<file path="config.mk">
export PLATFORM = sky130hd
export DESIGN_NAME = exp_rom_bar
export DESIGN_NICKNAME = d
export VERILOG_FILES = /design/src/rtl/exp_rom_bar_pkg.sv /design/src/rtl/exp_rom_bar_reg.sv /design/src/rtl/exp_rom_bar_match.sv /design/src/rtl/exp_rom_bar_ctrl.sv /design/src/rtl/exp_rom_bar.sv
export SDC_FILE = /design/constraint.sdc
export NUM_CORES = 1
export LEC_CHECK = 0
export BUFFER_PORTS_ARGS = -buffer_cell sky130_fd_sc_hd__buf_2
export CORE_MARGIN = 2
export CORE_UTILIZATION = 35
export DETAILED_ROUTE_END_ITERATION = 8
export HOLD_SLACK_MARGIN = 0.1
export PLACE_DENSITY = 0.91
export SLEW_MARGIN = 20
export SYNTH_ARGS = -nofsm -noshare
export SYNTH_HDL_FRONTEND = slang
export SYNTH_HIERARCHICAL = 1
export SYNTH_SLANG_ARGS = --single-unit
</file>
<file path="constraint.sdc">
create_clock -name clk -period 2.11 [get_ports clk]
set_input_delay 0.211 -clock clk [delete_from_list [all_inputs] [get_ports clk]]
set_output_delay 0.211 -clock clk [all_outputs]
set_load 0.01 [all_outputs]
</file>
<file path="src/rtl/exp_rom_bar_pkg.sv">
package exp_rom_bar_pkg;

    typedef enum logic [1:0] {
        RSP_IDLE = 2'd0,
        RSP_HIT  = 2'd1,
        RSP_MISS = 2'd2
    } rsp_state_e;

    // Bits that software may change: decode enable plus base bits above the size marker.
    function automatic logic [31:0] writable_bits(input int unsigned rom_bytes);
        logic [31:0] m;
        if (rom_bytes == 0) begin
            m = 32'h0;
        end else begin
            m = (~(rom_bytes - 32'd1)) & 32'hFFFF_F800;
            m[0] = 1'b1;
        end
        return m;
    endfunction

endpackage

</file>
<file path="src/rtl/exp_rom_bar_reg.sv">
module exp_rom_bar_reg #(
    parameter int unsigned ROM_BYTES = 32'h0001_0000
) (
    input  logic        clk,
    input  logic        rst_n,
    input  logic        wr_en,
    input  logic [31:0] wdata,
    output logic [31:0] value
);
    import exp_rom_bar_pkg::*;

    localparam logic [31:0] WMASK = writable_bits(ROM_BYTES);

    logic [31:0] reg_q;

    always_ff @(posedge clk) begin
        if (!rst_n) begin
            reg_q <= 32'h0;
        end else if (wr_en) begin
            reg_q <= wdata & WMASK;
        end
    end

    assign value = reg_q;

    // size marker bits never read as one
    p_marker_zero_r2: assert property (@(posedge clk) disable iff (!rst_n)
        value[10:1] == 10'h0);

endmodule

</file>
<file path="src/rtl/exp_rom_bar_match.sv">
module exp_rom_bar_match #(
    parameter int unsigned ROM_BYTES = 32'h0001_0000
) (
    input  logic [31:0] bar_value,
    input  logic        mem_space_en,
    input  logic        req_is_write,
    input  logic [63:0] req_addr,
    output logic        claim
);
    import exp_rom_bar_pkg::*;

    localparam logic [31:0] WMASK     = writable_bits(ROM_BYTES);
    localparam logic [31:0] ADDR_MASK = WMASK & 32'hFFFF_FFFE;

    generate
        if (ROM_BYTES == 0) begin : g_absent
            assign claim = 1'b0;
        end else begin : g_present
            logic in_low4g;
            logic in_window;
            assign in_low4g  = (req_addr[63:32] == 32'h0);
            assign in_window = (((req_addr[31:0] ^ bar_value) & ADDR_MASK) == 32'h0);
            assign claim     = bar_value[0] & mem_space_en & ~req_is_write
                               & in_low4g & in_window;
        end
    endgenerate

endmodule

</file>
<file path="src/rtl/exp_rom_bar_ctrl.sv">
module exp_rom_bar_ctrl (
    input  logic clk,
    input  logic rst_n,
    input  logic req_valid,
    input  logic claim,
    output logic rom_hit,
    output logic req_unclaimed
);
    import exp_rom_bar_pkg::*;

    rsp_state_e st_q;
    rsp_state_e st_d;

    always_comb begin
        st_d = RSP_IDLE;
        unique case (st_q)
            RSP_IDLE, RSP_HIT, RSP_MISS: begin
                if (req_valid) begin
                    st_d = claim ? RSP_HIT : RSP_MISS;
                end
            end
            default: st_d = RSP_IDLE;
        endcase
    end

    always_ff @(posedge clk) begin
        if (!rst_n) begin
            st_q <= RSP_IDLE;
        end else begin
            st_q <= st_d;
        end
    end

    always_comb begin
        rom_hit       = 1'b0;
        req_unclaimed = 1'b0;
        unique case (st_q)
            RSP_IDLE: ;
            RSP_HIT:  rom_hit = 1'b1;
            RSP_MISS: req_unclaimed = 1'b1;
            default:  ;
        endcase
    end

    // a single answer per request, silence otherwise
    p_one_answer_r12: assert property (@(posedge clk) disable iff (!rst_n)
        !(rom_hit && req_unclaimed));
    p_answer_follows_r12: assert property (@(posedge clk) disable iff (!rst_n)
        req_valid |=> (rom_hit || req_unclaimed));
    p_quiet_idle_r12: assert property (@(posedge clk) disable iff (!rst_n)
        !req_valid |=> (!rom_hit && !req_unclaimed));
    // a claimed request is reported as a hit next cycle
    p_claim_hits_r5: assert property (@(posedge clk) disable iff (!rst_n)
        (req_valid && claim) |=> rom_hit);

endmodule

</file>
<file path="src/rtl/exp_rom_bar.sv">
module exp_rom_bar #(
    parameter int unsigned ROM_BYTES = 32'h0001_0000
) (
    input  logic        clk,
    input  logic        rst_n,
    input  logic        cfg_wr_en,
    input  logic [31:0] cfg_wdata,
    output logic [31:0] cfg_rdata,
    input  logic        mem_space_en,
    input  logic        req_valid,
    input  logic        req_is_write,
    input  logic [63:0] req_addr,
    output logic        rom_hit,
    output logic        req_unclaimed
);

    logic [31:0] bar_value;
    logic        claim;

    exp_rom_bar_reg #(.ROM_BYTES(ROM_BYTES)) u_reg (
        .clk   (clk),
        .rst_n (rst_n),
        .wr_en (cfg_wr_en),
        .wdata (cfg_wdata),
        .value (bar_value)
    );

    exp_rom_bar_match #(.ROM_BYTES(ROM_BYTES)) u_match (
        .bar_value    (bar_value),
        .mem_space_en (mem_space_en),
        .req_is_write (req_is_write),
        .req_addr     (req_addr),
        .claim        (claim)
    );

    exp_rom_bar_ctrl u_ctrl (
        .clk           (clk),
        .rst_n         (rst_n),
        .req_valid     (req_valid),
        .claim         (claim),
        .rom_hit       (rom_hit),
        .req_unclaimed (req_unclaimed)
    );

    assign cfg_rdata = bar_value;

    // writes are never claimed
    p_write_no_hit_r9: assert property (@(posedge clk) disable iff (!rst_n)
        (req_valid && req_is_write) |=> !rom_hit);
    // addresses above 4 GB are never claimed
    p_high_no_hit_r8: assert property (@(posedge clk) disable iff (!rst_n)
        (req_valid && (req_addr[63:32] != 32'h0)) |=> !rom_hit);
    // Memory Space Enable gates decode
    p_mse_gate_r7: assert property (@(posedge clk) disable iff (!rst_n)
        (req_valid && !mem_space_en) |=> !rom_hit);
    // the register's own enable gates decode
    p_rom_en_gate_r6: assert property (@(posedge clk) disable iff (!rst_n)
        (req_valid && !cfg_rdata[0]) |=> !rom_hit);

endmodule

</file>
After elaboration in Yosys (flattened, before gate mapping)
Cells that the tools add are included.
W data, S select, Z words.
- equality and inequality tests: 2
- multiplexer cells: 3
- bitwise logic cells: 6
- reductions and logical operators: 5
- operator list (operator ; number):
    $logic_not A32 Y1 ; 2
    $xor A32 B32 Y32 ; 1
    $and A1 B1 Y1 ; 4
    $reduce_and A3 Y1 ; 1
    $reduce_or A3 Y1 ; 1
    $eq A2 B1 Y1 const B ; 1
    $eq A2 B2 Y1 const B ; 1
    $logic_not A2 Y1 ; 1
    $mux W1 ; 2
    $mux W2 ; 1
    $not A1 Y1 ; 1
- register bits: 19
- bits of input ports: 102
- output and inout port bits: 34
- logic and storage cells: 18

Depth between registers and ports, before layout
- depth in word-level cells: 5
- mapped depth: 5
- mapped depth without buffers: 5

Modules after synthesis
Netlist, hierarchy kept.
- by module, submodules not included (module ; times used ; cells an instance ; area an instance (sq um) ; sequential area each (sq um)):
    exp_rom_bar_reg ; 1 ; 70 ; 768.2 ; 340.3
    exp_rom_bar_match ; 1 ; 34 ; 271.5 ; 0.0
    exp_rom_bar_ctrl ; 1 ; 7 ; 80.1 ; 40.0

Least setup slack after synthesis
No wires, ideal clock.
- kind: reg-to-reg
- start: reg u_reg.reg_q[23], in the netlist u_reg/value[23]
- end: reg u_ctrl.st_q[1]
- setup time: 0.117 ns
- data arrival time: 1.304 ns
- required time: 1.993 ns
- setup slack: 0.689 ns
- cell stages (with the launch flop): 6
- buffers on the path: 0
- clock period less this slack: 1.421 ns
- path through: dfxtp_1 > xor2_1 > nor4_1 > nand4_1 > nor4_2 > and4b_1
- longest elaborated chain between the ends: 4
- ends and longest elaborated chain (item ; RTL line ; source):
    start, declared ; exp_rom_bar_reg.sv:14 ; logic [31:0] reg_q;
    start signal, assigned ; exp_rom_bar_reg.sv:20 ; reg_q <= wdata & WMASK;
    $xor A32 B32 Y32 ; exp_rom_bar_match.sv:22 ; assign in_window = (((req_addr[31:0] ^ bar_value) & ADDR_MASK) == 32'h0);
    $logic_not A32 Y1 ; exp_rom_bar_match.sv:22 ;
    $and A1 B1 Y1 ; exp_rom_bar_match.sv:24 ; & in_low4g & in_window;
    named net claim ; exp_rom_bar.sv:18 ; logic claim;
    $mux W2 ; exp_rom_bar_ctrl.sv:19 ; st_d = claim ? RSP_HIT : RSP_MISS;
    end signal, assigned ; exp_rom_bar_ctrl.sv:30 ; st_q <= st_d;
    end, declared ; exp_rom_bar_ctrl.sv:11 ; rsp_state_e st_q;
The timed path passes the listed nets, and every way through them passes these cells.
A chain may end at the register's enable or synchronous reset.

Worst setup path in the final report
Same ends and word-level chain as after synthesis.

==> metrics.csv <==
stage,metric,value,unit
power_and_ir_drop,Pleak,0.842,nW
worst_setup_path,CP max stage cell,nor4_1,
sta,Final setup violation count,0,
synth,asr flop ratio synth,0,%
worst_setup_path,r2r worst-path depth,5,
sta,Fmax,608,MHz
grt,initial antenna violation count,0,
worst_setup_path,worst setup path end,u_ctrl/st_q[1],
sta,Slew @ Worst Pin,0.523,ns
synth,Post-synth EDFFs,0,
worst_setup_path,CP Capture Type,flop,
final_layout,# fillers,317,
clock_network,setup bufs post-CTS,0,
worst_setup_path,Max stage delay on crit path,0.35,ns
synth,Yosys reg bits,19,
sta,final setup TNS,0,ns
grt,vias in the first global route,865,
grt,first-pass GRT wire length,3680,µm
grt,All-Layer GR Usage,13.6,%
route,DRT Pass-1 Iters,4,
flow_run,Max Cap Viol,0,
clock_network,clock buffer depth,2,
final_layout,Reg area,380,µm²
synth,Post-synth top flop,dfxtp_1,
clock_network,Num CTS Buffers,3,
route,post-route ant nets,0,
clock_network,CTS tree,done,
die,starting density of the core,36.7,%
placement,pre-CTS setup slack,0.476,ns
sta,max-slew violation count,0,
route,1st-iter DRT viols,4,
final_layout,nets@finish,303,
sta,RSZ-0062 raised after global routing,no,
synth,Mean Syn Cell Area,10.1,µm²
worst_setup_path,Critical Path Source,u_reg/value[23],
route,drt drc,0,
synth,post-synthesis sequential area ratio,34.0,%
placement,DPL Wire Length,2210,µm
route,vias per cell,4.34,
worst_setup_path,Crit Path Category,reg -> reg,
placement,placed cell areas,1530,µm²
final_layout,# diodes,0,
worst_setup_path,crit path cell chain,xor2_1 > nor4_1 > nand4_1 > nor4_2 > and4b_1,
placement,Port-buffer cells,89,
clock_network,htree depth,1,
die,row cnt,20,
die,die width,60.6,µm
sta,Hold Slack,0.166,ns
grt,pin count of the biggest net entering global routing,20,
sta,Tmin final,1.64,ns
worst_setup_path,worst r2r dst,u_ctrl/st_q[1],
sta,Worst slew margin,65.2,%
worst_setup_path,CP Launch Type,flop,
clock_network,Clock Latency Late Sink,0.29,ns
clock_network,post-CTS resize count,0,
final_layout,Area Growth Syn to Fin,38.5,%
synth,Synth Cell Area,1120,µm²
route,WL final,2660,µm
route,routed len/inst,10.9,µm
min_path,HP Class,in -> reg,
sta,Worst Clk Skew,0.00665,ns
worst_setup_path,slack of the worst reg-to-reg path,0.47,ns
clock_network,CTS sink cnt,19,
sta,Final period util,77.9,%
die,Die Y,60.6,µm
sta,Final Worst Setup Slack,0.466,ns
die,I/O pins,136,
placement,Final GP Congestion,0.688,
die,Core Region,3050,µm²
synth,Synth cell types,19,
worst_setup_path,reg2reg start,u_reg/value[23],
sta,Fin. Hold Viols,0,
grt,GR Overflow Total,0,
final_layout,share of layout cells above drive strength 1,48.5,%
clock_network,CTS Hold Bufs,0,
die,die area,3670,µm²
power_and_ir_drop,Power Dens Cells,494,nW/µm²
route,vias,1059,
worst_setup_path,Crit Path Max Fanout,3,
final_layout,post-route cell area,1550,µm²
worst_setup_path,worst endpoint required time,2.30,ns
synth,Ys Warns,6,
clock_network,clock root cell,clkbuf_4,
final_layout,Multi-input gate area,644,µm²
clock_network,"CTS clk-pin slew, worst paths",0.11,ns
power_and_ir_drop,Worst VDD drop,0.289,mV
worst_setup_path,Worst Path Arrival,1.84,ns
synth,Synth Instances,111,
run_status,status,"complete, no violations",
[cells in the mapped netlist, types with 2 or more instances]
library cell	n	share of area, %
dfxtp_1	19	34
nor4_1	8	4.5
mux2i_1	17	15
nor4b_1	2	1.6
nor4_2	3	3.4
buf_4	15	10
nand4_1	2	1.1
nand2_1	2	0.67
xor2_1	16	13
nor2b_1	17	9.5
and2b_2	2	1.6
[stage by stage]
stage                     utilization, %  total power (W)  std cells
after global placement              50.0         0.000586        240
after detailed placement            50.0         0.000592        240
final                               50.8         0.000767        244
after CTS                           50.8         0.000781        244
after floorplan                        -         0.000519        125
after global routing                50.8         0.000816        244
[flip-flops by register name, summed over array words and instances (netlist names)]
| register | flops |
|---|---|
| u_ctrl/st_q | 2 |
| u_reg/value | 17 |
[cell usage in the layout, fill, tap and decap left out]
cell,instances
and4b_1,1
clkbuf_4,3
nor4_1,8
nand4_1,2
nor3_1,1
nor4b_1,2
and2b_2,2
clkbuf_1,1
nand2_1,2
nand3_1,1
buf_2,89
nor2b_1,17
and4_1,1
conb_1,15
dfxtp_1,19
xor2_1,16
mux2i_1,17
nor4_2,3
[per-layer routing]
layer  GRT usage (%)  share of wire, %  wire length (µm)
met5               0                 0                 0
met4            4.66              0.41                11
met3            2.77               6.6               175
met2            25.2                54              1430
met1            15.3                39              1040
[worst min-delay path by stage]
stage | to | from | cells past startpoint | slack, ns
5_1_grt | u_reg/value[30] | cfg_wdata[30] | 3 | 0.16
6_report | u_reg/value[30] | cfg_wdata[30] | 3 | 0.17
3_5_place_dp | u_reg/value[20] | cfg_wdata[20] | 3 | 0.48
2_1_floorplan | u_reg/value[0] | rst_n | 1 | 0.34
3_3_place_gp | u_reg/value[20] | cfg_wdata[20] | 3 | 0.47
4_1_cts | u_reg/value[25] | cfg_wdata[25] | 3 | 0.16
[kinds of logic after synthesis]
family	count (synthesis)	synth area share, %
xor gates and xnor gates	16	12.5
buffers and inverters	18	13.2
other	1	0.335
muxes	17	15.2
DFF	19	34.0
and+or+nand+nor	40	24.8
[where the power goes]
| group | internal (W) | switching (W) | total (W) | leakage [nW] |
|---|---|---|---|---|
| Clock | 0.0000735 | 0.000111 | 0.000185 | 0.0150 |
| Sequential | 0.000379 | 0.0000167 | 0.000396 | 0.157 |
| Combinational | 0.000101 | 0.0000860 | 0.000187 | 0.670 |
[worst max-delay path: cells and delay by family (launching register included)]
family / cells / cell delay, ns
and+or+nand+nor: 4 / 1.03
xor gates and xnor gates: 1 / 0.17
DFF: 1 / 0.34
[cell type report]
| class | count | share of cell area, % |
|---|---|---|
| timing repair buffer | 89 | 28.7 |
| multi-input combinational | 88 | 41.5 |
| tap | 44 | 3.55 |
| clock buffer | 4 | 1.69 |
| sequential | 19 | 24.5 |
No activity file was read; power rests on OpenSTA's default activity.
